## src/rtl/cgr_pkg.sv

```systemverilog
package cgr_pkg;
  localparam int CH_PER_UNIT = 3;
  localparam int BASIC_W     = 3;
  localparam int NUM_RATES   = 5;

  // clock select codes
  localparam int CK_PIN  = 0;
  localparam int CK_PREV = 6;
  localparam int CK_EXT  = 7;
  localparam int CK_HIGH = 8;
  localparam int CK_LOW  = 9;
  localparam int CK_PAT  = 10;
  localparam int CK_FAST = 11;

  // gate select codes
  localparam int GT_ON       = 0;
  localparam int GT_OFF      = 1;
  localparam int GT_PIN      = 2;
  localparam int GT_NM2_INV  = 3;
  localparam int GT_PIN_INV  = 6;
  localparam int GT_NM2      = 7;
  localparam int GT_PAT      = 8;
  localparam int GT_OCC      = 9;
  localparam int GT_GONE     = 10;
  localparam int GT_PAT_INV  = 11;
  localparam int GT_OCC_INV  = 12;
  localparam int GT_GONE_INV = 13;

  function automatic int prev_unit(input int u, input int nu);
    return (u + nu - 1) % nu;
  endfunction

  // source channel for the "preceding output" clock
  function automatic int prev_clk_idx(input int u, input int c, input int nu);
    if (c == 0) return prev_unit(u, nu) * CH_PER_UNIT + 2;
    return u * CH_PER_UNIT + c - 1;
  endfunction

  // source channel for the "n-2" gate
  function automatic int nm2_idx(input int u, input int c, input int nu);
    if (c == 2) return u * CH_PER_UNIT;
    return prev_unit(u, nu) * CH_PER_UNIT + c + 1;
  endfunction
endpackage

```

## src/rtl/cgr_tick_gen.sv

```systemverilog
module cgr_tick_gen #(
  parameter int FIRST_DIV = 2,
  parameter int DECADE    = 10
) (
  input  logic                         clk,
  input  logic                         rst_n,
  output logic [cgr_pkg::NUM_RATES:0]  tick_o
);
  import cgr_pkg::*;

  localparam int W0    = (FIRST_DIV > 1) ? $clog2(FIRST_DIV) : 1;
  localparam int WD    = $clog2(DECADE);
  localparam int NDEC  = NUM_RATES - 1;
  localparam logic [W0-1:0] LAST0 = W0'(FIRST_DIV - 1);
  localparam logic [WD-1:0] LASTD = WD'(DECADE - 1);

  logic [W0-1:0] pre_q, pre_nxt;

  always_comb begin
    pre_nxt = (pre_q == LAST0) ? '0 : pre_q + 1'b1;
  end

  always_ff @(posedge clk or negedge rst_n) begin
    if (!rst_n) pre_q <= '0;
    else        pre_q <= pre_nxt;
  end

  assign tick_o[0] = 1'b1;
  assign tick_o[1] = (pre_q == LAST0);

  for (genvar k = 0; k < NDEC; k++) begin : g_dec
    logic [WD-1:0] dcnt_q, dcnt_nxt;
    logic          adv;

    assign adv = tick_o[k+1];

    always_comb begin
      dcnt_nxt = dcnt_q;
      if (adv) dcnt_nxt = (dcnt_q == LASTD) ? '0 : dcnt_q + 1'b1;
    end

    always_ff @(posedge clk or negedge rst_n) begin
      if (!rst_n) dcnt_q <= '0;
      else        dcnt_q <= dcnt_nxt;
    end

    assign tick_o[k+2] = adv && (dcnt_q == LASTD);


    tick_nest_chk: assert property (@(posedge clk) disable iff (!rst_n)
      tick_o[k+2] |-> tick_o[k+1]);
  end
endmodule

```

## src/rtl/cgr_pattern_latch.sv

```systemverilog
module cgr_pattern_latch (
  input  logic clk,
  input  logic rst_n,
  input  logic pat_i,
  input  logic rearm_i,
  output logic occ_o,
  output logic gone_o
);
  logic occ_q, occ_nxt;
  logic gone_q, gone_nxt;

  always_comb begin
    if (rearm_i) begin
      occ_nxt  = 1'b0;
      gone_nxt = 1'b1;
    end else begin
      occ_nxt  = occ_q | pat_i;
      gone_nxt = gone_q & ~(occ_q & ~pat_i);
    end
  end

  always_ff @(posedge clk or negedge rst_n) begin
    if (!rst_n) begin
      occ_q  <= 1'b0;
      gone_q <= 1'b1;
    end else begin
      occ_q  <= occ_nxt;
      gone_q <= gone_nxt;
    end
  end

  assign occ_o  = occ_q;
  assign gone_o = gone_q;


  occ_hold_chk: assert property (@(posedge clk) disable iff (!rst_n)
    (occ_q && !rearm_i) |=> occ_q);

  gone_hold_chk: assert property (@(posedge clk) disable iff (!rst_n)
    (!gone_q && !rearm_i) |=> !gone_q);

  gone_after_occ_chk: assert property (@(posedge clk) disable iff (!rst_n)
    $fell(gone_q) |-> $past(occ_q));

  rearm_idle_chk: assert property (@(posedge clk) disable iff (!rst_n)
    rearm_i |=> (!occ_q && gone_q));
endmodule

```

## src/rtl/cgr_sel_regs.sv

```systemverilog
module cgr_sel_regs #(
  parameter int NCH    = 6,
  parameter int SEL_W  = 5,
  parameter int ADDR_W = 4
) (
  input  logic                       clk,
  input  logic                       rst_n,
  input  logic                       wr_i,
  input  logic [ADDR_W-1:0]          addr_i,
  input  logic [SEL_W-1:0]           wdata_i,
  output logic [NCH-1:0][SEL_W-1:0]  csel_o,
  output logic [NCH-1:0][SEL_W-1:0]  gsel_o,
  output logic                       enh_o,
  output logic                       rearm_o
);
  import cgr_pkg::*;

  localparam int CTRL_ADDR = 2 * NCH;

  logic [NCH-1:0][SEL_W-1:0] csel_q, csel_nxt;
  logic [NCH-1:0][SEL_W-1:0] gsel_q, gsel_nxt;
  logic                      enh_q, enh_nxt;
  logic [SEL_W-1:0]          store_val;
  logic                      ctrl_we;
  logic [NCH-1:0]            we_clk, we_gate;

  always_comb begin
    store_val = enh_q ? wdata_i : {{(SEL_W-BASIC_W){1'b0}}, wdata_i[BASIC_W-1:0]};
    ctrl_we   = wr_i && (addr_i == ADDR_W'(CTRL_ADDR));
    for (int i = 0; i < NCH; i++) begin
      we_clk[i]  = wr_i && (addr_i == ADDR_W'(2 * i));
      we_gate[i] = wr_i && (addr_i == ADDR_W'(2 * i + 1));
    end
  end

  always_comb begin
    csel_nxt = csel_q;
    gsel_nxt = gsel_q;
    enh_nxt  = enh_q;
    for (int i = 0; i < NCH; i++) begin
      if (we_clk[i])  csel_nxt[i] = store_val;
      if (we_gate[i]) gsel_nxt[i] = store_val;
    end
    if (ctrl_we) enh_nxt = wdata_i[0];
  end

  always_ff @(posedge clk or negedge rst_n) begin
    if (!rst_n) begin
      csel_q <= '0;
      gsel_q <= '0;
      enh_q  <= 1'b0;
    end else begin
      csel_q <= csel_nxt;
      gsel_q <= gsel_nxt;
      enh_q  <= enh_nxt;
    end
  end

  assign csel_o  = csel_q;
  assign gsel_o  = gsel_q;
  assign enh_o   = enh_q;
  assign rearm_o = ctrl_we && wdata_i[1];

  for (genvar i = 0; i < NCH; i++) begin : g_chk

    basic_mask_chk: assert property (@(posedge clk) disable iff (!rst_n)
      (we_clk[i] && !enh_q) |=> (csel_q[i][SEL_W-1:BASIC_W] == '0));
  end
endmodule

```

## src/rtl/cgr_chan_mux.sv

```systemverilog
module cgr_chan_mux #(
  parameter int SEL_W = 5
) (
  input  logic                         clk,
  input  logic                         rst_n,
  input  logic                         enh_i,
  input  logic [SEL_W-1:0]             csel_i,
  input  logic [SEL_W-1:0]             gsel_i,
  input  logic [cgr_pkg::NUM_RATES:0]  tick_i,
  input  logic                         pin_rise_i,
  input  logic                         prev_rise_i,
  input  logic                         ext_rise_i,
  input  logic                         pat_rise_i,
  input  logic                         gat_pin_i,
  input  logic                         nm2_out_i,
  input  logic                         pat_i,
  input  logic                         occ_i,
  input  logic                         gone_i,
  output logic                         clk_en_o,
  output logic                         gate_o
);
  import cgr_pkg::*;

  localparam int BASIC_CLK_MAX  = 7;
  localparam int BASIC_GATE_MAX = 3;

  logic [31:0] cs, gs;
  logic        clk_nxt, gate_nxt;
  logic        clk_en_q, gate_q;

  always_comb begin
    cs = {{(32-SEL_W){1'b0}}, csel_i};
    clk_nxt = 1'b0;
    if (enh_i || cs <= BASIC_CLK_MAX) begin
      case (cs)
        CK_PIN:  clk_nxt = pin_rise_i;
        1:       clk_nxt = tick_i[1];
        2:       clk_nxt = tick_i[2];
        3:       clk_nxt = tick_i[3];
        4:       clk_nxt = tick_i[4];
        5:       clk_nxt = tick_i[5];
        CK_PREV: clk_nxt = prev_rise_i;
        CK_EXT:  clk_nxt = ext_rise_i;
        CK_HIGH: clk_nxt = 1'b0;
        CK_LOW:  clk_nxt = 1'b0;
        CK_PAT:  clk_nxt = pat_rise_i;
        CK_FAST: clk_nxt = tick_i[0];
        default: clk_nxt = 1'b0;
      endcase
    end
  end

  always_comb begin
    gs = {{(32-SEL_W){1'b0}}, gsel_i};
    gate_nxt = 1'b0;
    if (enh_i || gs <= BASIC_GATE_MAX) begin
      case (gs)
        GT_ON:       gate_nxt = 1'b1;
        GT_OFF:      gate_nxt = 1'b0;
        GT_PIN:      gate_nxt = gat_pin_i;
        GT_NM2_INV:  gate_nxt = ~nm2_out_i;
        GT_PIN_INV:  gate_nxt = ~gat_pin_i;
        GT_NM2:      gate_nxt = nm2_out_i;
        GT_PAT:      gate_nxt = pat_i;
        GT_OCC:      gate_nxt = occ_i;
        GT_GONE:     gate_nxt = gone_i;
        GT_PAT_INV:  gate_nxt = ~pat_i;
        GT_OCC_INV:  gate_nxt = ~occ_i;
        GT_GONE_INV: gate_nxt = ~gone_i;
        default:     gate_nxt = 1'b0;
      endcase
    end
  end

  always_ff @(posedge clk or negedge rst_n) begin
    if (!rst_n) begin
      clk_en_q <= 1'b0;
      gate_q   <= 1'b1;
    end else begin
      clk_en_q <= clk_nxt;
      gate_q   <= gate_nxt;
    end
  end

  assign clk_en_o = clk_en_q;
  assign gate_o   = gate_q;


  gate_off_chk: assert property (@(posedge clk) disable iff (!rst_n)
    (gsel_i == SEL_W'(GT_OFF)) |=> !gate_o);

  gate_on_chk: assert property (@(posedge clk) disable iff (!rst_n)
    (gsel_i == SEL_W'(GT_ON)) |=> gate_o);

  const_clk_chk: assert property (@(posedge clk) disable iff (!rst_n)
    (enh_i && (csel_i == SEL_W'(CK_HIGH) || csel_i == SEL_W'(CK_LOW))) |=> !clk_en_o);
endmodule

```

## src/rtl/ctr_clkgate_router.sv

```systemverilog
module ctr_clkgate_router #(
  parameter int NUM_UNITS = 2,
  parameter int SEL_W     = 5,
  parameter int FIRST_DIV = 2,
  parameter int DECADE    = 10,
  parameter int NCH       = NUM_UNITS * cgr_pkg::CH_PER_UNIT,
  parameter int ADDR_W    = $clog2(2 * NCH + 1)
) (
  input  logic                 clk,
  input  logic                 rst_n,
  input  logic                 reg_wr,
  input  logic [ADDR_W-1:0]    reg_addr,
  input  logic [SEL_W-1:0]     reg_wdata,
  input  logic [NCH-1:0]       clk_pin,
  input  logic [NCH-1:0]       gat_pin,
  input  logic [NUM_UNITS-1:0] ext_clk,
  input  logic [NCH-1:0]       cnt_out,
  input  logic                 pattern_present,
  output logic [NCH-1:0]       cnt_clk_en,
  output logic [NCH-1:0]       cnt_gate,
  output logic [NCH-1:0]       clk_pin_oe,
  output logic [NCH-1:0]       gat_pin_oe,
  output logic                 pat_occurred,
  output logic                 pat_gone
);
  import cgr_pkg::*;

  // reset: asserted asynchronously, released on a clock edge
  logic [1:0] rst_sync_q;
  logic       rst_n_i;

  always_ff @(posedge clk or negedge rst_n) begin
    if (!rst_n) rst_sync_q <= '0;
    else        rst_sync_q <= {rst_sync_q[0], 1'b1};
  end
  assign rst_n_i = rst_sync_q[1];

  // previous-sample registers for rising-edge detection
  logic [NCH-1:0]       clk_pin_d, cnt_out_d;
  logic [NUM_UNITS-1:0] ext_d;
  logic                 pat_d;
  logic [NCH-1:0]       pin_rise, out_rise;
  logic [NUM_UNITS-1:0] ext_rise;
  logic                 pat_rise;

  always_ff @(posedge clk or negedge rst_n_i) begin
    if (!rst_n_i) begin
      clk_pin_d <= '0;
      cnt_out_d <= '0;
      ext_d     <= '0;
      pat_d     <= 1'b0;
    end else begin
      clk_pin_d <= clk_pin;
      cnt_out_d <= cnt_out;
      ext_d     <= ext_clk;
      pat_d     <= pattern_present;
    end
  end

  always_comb begin
    pin_rise = clk_pin & ~clk_pin_d;
    out_rise = cnt_out & ~cnt_out_d;
    ext_rise = ext_clk & ~ext_d;
    pat_rise = pattern_present & ~pat_d;
  end

  logic [NCH-1:0][SEL_W-1:0] csel, gsel;
  logic                      enh, rearm;
  logic [NUM_RATES:0]        tick;
  logic                      occ, gone;

  cgr_sel_regs #(.NCH(NCH), .SEL_W(SEL_W), .ADDR_W(ADDR_W)) u_regs (
    .clk     (clk),
    .rst_n   (rst_n_i),
    .wr_i    (reg_wr),
    .addr_i  (reg_addr),
    .wdata_i (reg_wdata),
    .csel_o  (csel),
    .gsel_o  (gsel),
    .enh_o   (enh),
    .rearm_o (rearm)
  );

  cgr_tick_gen #(.FIRST_DIV(FIRST_DIV), .DECADE(DECADE)) u_ticks (
    .clk    (clk),
    .rst_n  (rst_n_i),
    .tick_o (tick)
  );

  cgr_pattern_latch u_pat (
    .clk     (clk),
    .rst_n   (rst_n_i),
    .pat_i   (pattern_present),
    .rearm_i (rearm),
    .occ_o   (occ),
    .gone_o  (gone)
  );

  for (genvar u = 0; u < NUM_UNITS; u++) begin : g_unit
    for (genvar c = 0; c < CH_PER_UNIT; c++) begin : g_ch
      localparam int G    = u * CH_PER_UNIT + c;
      localparam int PREV = prev_clk_idx(u, c, NUM_UNITS);
      localparam int NM2  = nm2_idx(u, c, NUM_UNITS);

      cgr_chan_mux #(.SEL_W(SEL_W)) u_mux (
        .clk         (clk),
        .rst_n       (rst_n_i),
        .enh_i       (enh),
        .csel_i      (csel[G]),
        .gsel_i      (gsel[G]),
        .tick_i      (tick),
        .pin_rise_i  (pin_rise[G]),
        .prev_rise_i (out_rise[PREV]),
        .ext_rise_i  (ext_rise[u]),
        .pat_rise_i  (pat_rise),
        .gat_pin_i   (gat_pin[G]),
        .nm2_out_i   (cnt_out[NM2]),
        .pat_i       (pattern_present),
        .occ_i       (occ),
        .gone_i      (gone),
        .clk_en_o    (cnt_clk_en[G]),
        .gate_o      (cnt_gate[G])
      );

      assign clk_pin_oe[G] = (csel[G] != SEL_W'(CK_PIN));
      assign gat_pin_oe[G] = (gsel[G] != SEL_W'(GT_PIN));


      clk_dir_chk: assert property (@(posedge clk) disable iff (!rst_n_i)
        (reg_wr && reg_addr == ADDR_W'(2 * G) && reg_wdata == '0) |=> !clk_pin_oe[G]);
    end
  end

  assign pat_occurred = occ;
  assign pat_gone     = gone;
endmodule

```

## config.mk

```make
export PLATFORM = sky130hd
export DESIGN_NAME = ctr_clkgate_router
export DESIGN_NICKNAME = d
export VERILOG_FILES = /design/src/rtl/cgr_pkg.sv /design/src/rtl/cgr_tick_gen.sv /design/src/rtl/cgr_pattern_latch.sv /design/src/rtl/cgr_sel_regs.sv /design/src/rtl/cgr_chan_mux.sv /design/src/rtl/ctr_clkgate_router.sv
export SDC_FILE = /design/constraint.sdc
export NUM_CORES = 1
export LEC_CHECK = 0
export BUFFER_PORTS_ARGS = -buffer_cell sky130_fd_sc_hd__buf_2
export CAP_MARGIN = 25
export CORE_MARGIN = 5
export CORE_UTILIZATION = 45
export DETAILED_ROUTE_END_ITERATION = 12
export MAX_ROUTING_LAYER = met4
export SETUP_SLACK_MARGIN = 0.2
export SYNTH_ARGS = -nofsm -noshare
export SYNTH_HDL_FRONTEND = slang
export SYNTH_SLANG_ARGS = --single-unit
export TNS_END_PERCENT = 100
```

## constraint.sdc

```tcl
create_clock -name clk -period 3.8 [get_ports clk]
set_clock_uncertainty 0.05 [all_clocks]
set_input_delay 0.76 -clock clk [delete_from_list [all_inputs] [get_ports clk]]
set_output_delay 0.76 -clock clk [all_outputs]
set_load 0.02 [all_outputs]
```

==> metrics <==
floorplan row count 41; Pleak 2.63 nW; Crit path required time approximately 3000 ps; Final min period 2500 ps; DIE AREA 14900 µm²; Cell Pwr Density 515 nW/µm²; share of cells above drive strength 1 between 20% and 30%; Post-Synth Simple-Gate Area 19.7%; vias after detailed routing approximately 4400; Starting Density 45.4%; Max Fclk 0.400 GHz; reg2reg path depth 5; DR vias/cell 5.64; First-pass DRT Iterations 4; Global Route Usage Sum 20.7%; total I/O pin count 59; ys async rst share 100%; Routed Antenna Nets 0; Final Util 50.3%; clk slew on worst S/H paths 80 ps; GRT Residual Overflow 0; Worst-Margin Slew 908 ps; final number of setup-violating endpoints 0; worst-path fanout max 7; top cells by area, synth dfrtp_1 (45%), mux2_2 (8.0%), nand2_1 (4.7%), o21ai_0 (4.4%), dfstp_2 (3.3%); # nets final approximately 640; Unique masters post-synth between 60 and 70; peak supply drop 0.239 mV; worst hold margin 127 ps; commonest non-fill, non-tap cell in the layout dfrtp_1; vias in the first global route 4581; die width 122 µm; Final Hold Fails 0; crit start category register; chip height 122 µm; DRT Wirelength 13900 µm; clk sink count between 100 and 150; Ys Warns 0; number of flops mapped to enable cells by yosys 0; area share of the leading cell type in the synthesized netlist 45.1%; fin cells 785; placed insts 769; post_cts resized 0; CTS tree built; Post-Synth XOR/XNOR Area 1.24%; post-synthesis mux area share under 10%; largest family of logic cells by synthesized area simple AND/OR/NAND/NOR gates; Final WS setup 1300 ps; GPL Wtd Cong 0.868; CP arrival 1690 ps; Synth Flop Type dfrtp_1; initial DRC count between 300 and 400; Yosys top cell by area dfrtp_1; DP HPWL 9910 µm; CTS buffer count 9; sequential share of the synthesized area 48.4%; RSZ-0062 raised after global routing no; clk_lat worst skew around 350 ps; port bufs 58; Slew HR approximately 39%; Setup WS pre-CTS 1270 ps; core area between 10000 and 15000 µm²; Final Slew Violations 0; first-pass GRT wire length approximately 23000 µm; most frequent cells in the layout dfrtp_1 (101), nand2_1 (71), buf_2 (58); mean post-synth cell area 9.80 µm²; Hold WC Path Type input pin to async pin; Root Driver clkbuf_16; Post-Syn Nets 610; Longest Clk Path Bufs 2; Mapped Area 5650 µm²; drt drc 0; Synth Register Bits 109; post-cts hold buffer count 0; setup bufs post-CTS 0; initial antenna violation count 0; post-route clock period utilization 65.8%; largest net degree at the start of global routing 70; outcome completed; Setup CP Type register to output port; Syn Inst Count between 500 and 600; CTS H-tree lvls 3; kind of end point of the critical path output port; Area Overhead vs Synth 10.9%; DR WL/cell 17.7 µm; MaxCap Viol Count 0; Compound-Gate Fraction of Synth Area 16.1%; diode count 0; post-synthesis adder-cell area fraction 0%; Setup TNS 0 ps
==> area by class of cell <==
type / count / area [µm²]
Sequential cell: 109 / 2740
Timing Repair Buffer: 61 / 333
Multi-Input combinational cell: 401 / 2600
Inverter: 26 / 97.6
Clock buffer: 10 / 229
Fill cell: 1188 / 6190
Tap cell: 172 / 215
Clock inverter: 6 / 56.3
==> worst max-delay path, stage by stage, from the launching register on <==
cell and delay [ps]:
dfrtp_1 440, or2_2 300, or4_1 420, buf_2 180
==> cells by family (layout without fill, tap and decap cells) <==
kind of cell | count (synthesis) | after routing
compound gates | 138 | 138
other cells | 1 | 1
xor+xnor | 8 | 8
flops | 109 | 109
mux | 44 | 44
buf+inv | 67 | 103
simple gates | 210 | 210
==> path summary, 6_finish.rpt <==
path | from | to | slack [ps]
max | u_regs.csel_o[28] | clk_pin_oe[5] | 1300
min | rst_n | rst_sync_q[1] | 130
max reg2reg | u_ticks.g_dec[3].dcnt_q[2] | g_unit[1].g_ch[1].u_mux.clk_en_o | 1400
min reg2reg | rst_sync_q[1] | u_regs.gsel_o[29] | 140
max in group asynchronous | rst_sync_q[1] | g_unit[1].g_ch[1].u_mux.gate_o | 2650
min in group clk | rst_sync_q[0] | rst_sync_q[1] | 310
==> through the flow <==
| stage | power [mW] | cell area [µm²] |
|---|---|---|
| floorplan | 2.16 | 5650 |
| global placement | 2.31 | 5960 |
| detailed placement | 2.35 | 5990 |
| CTS | 3.27 | 6270 |
| global route | 3.44 | 6270 |
| finish | 3.23 | 6270 |
==> sequential cells by signal, indices dropped and copies added, names as in the netlist, 2 cells and up <==
| name | flops |
|---|---|
| clk_pin_d | 6 |
| cnt_out_d | 6 |
| ext_d | 2 |
| g_unit.g_ch.u_mux.clk_en_o | 6 |
| g_unit.g_ch.u_mux.gate_o | 6 |
| rst_sync_q | 2 |
| u_regs.csel_o | 30 |
| u_regs.gsel_o | 30 |
| u_ticks.g_dec.dcnt_q | 16 |
==> where the power goes <==
group	internal, mW	leakage, nW	switching [mW]
logic	0.315	1.13	0.398
registers	1.36	1.36	0.253
clock network	0.460	0.138	0.445
==> Yosys cell counts, drive strengths merged (10+ instances only) <==
cell type  instances
buf               16
inv               26
a21oi             18
nand2b            14
clkbuf            25
nor2b             10
nand2             71
dfrtp            102
o21ai             50
a211oi            11
mux2              40
nor2              40
nand3             12
==> per-layer routing <==
| metal | vias to the layer above | wire length [µm] | global-route usage [%] |
|---|---|---|---|
| li1 | 2132 | - | - |
| met1 | 2186 | 6390 | 26.9 |
| met2 | 97 | 6740 | 33.0 |
| met3 | 12 | 647 | 3.85 |
| met4 | 0 | 129 | 6.58 |
| met5 | - | 0 | - |
No activity file was read; power rests on OpenSTA's default activity.
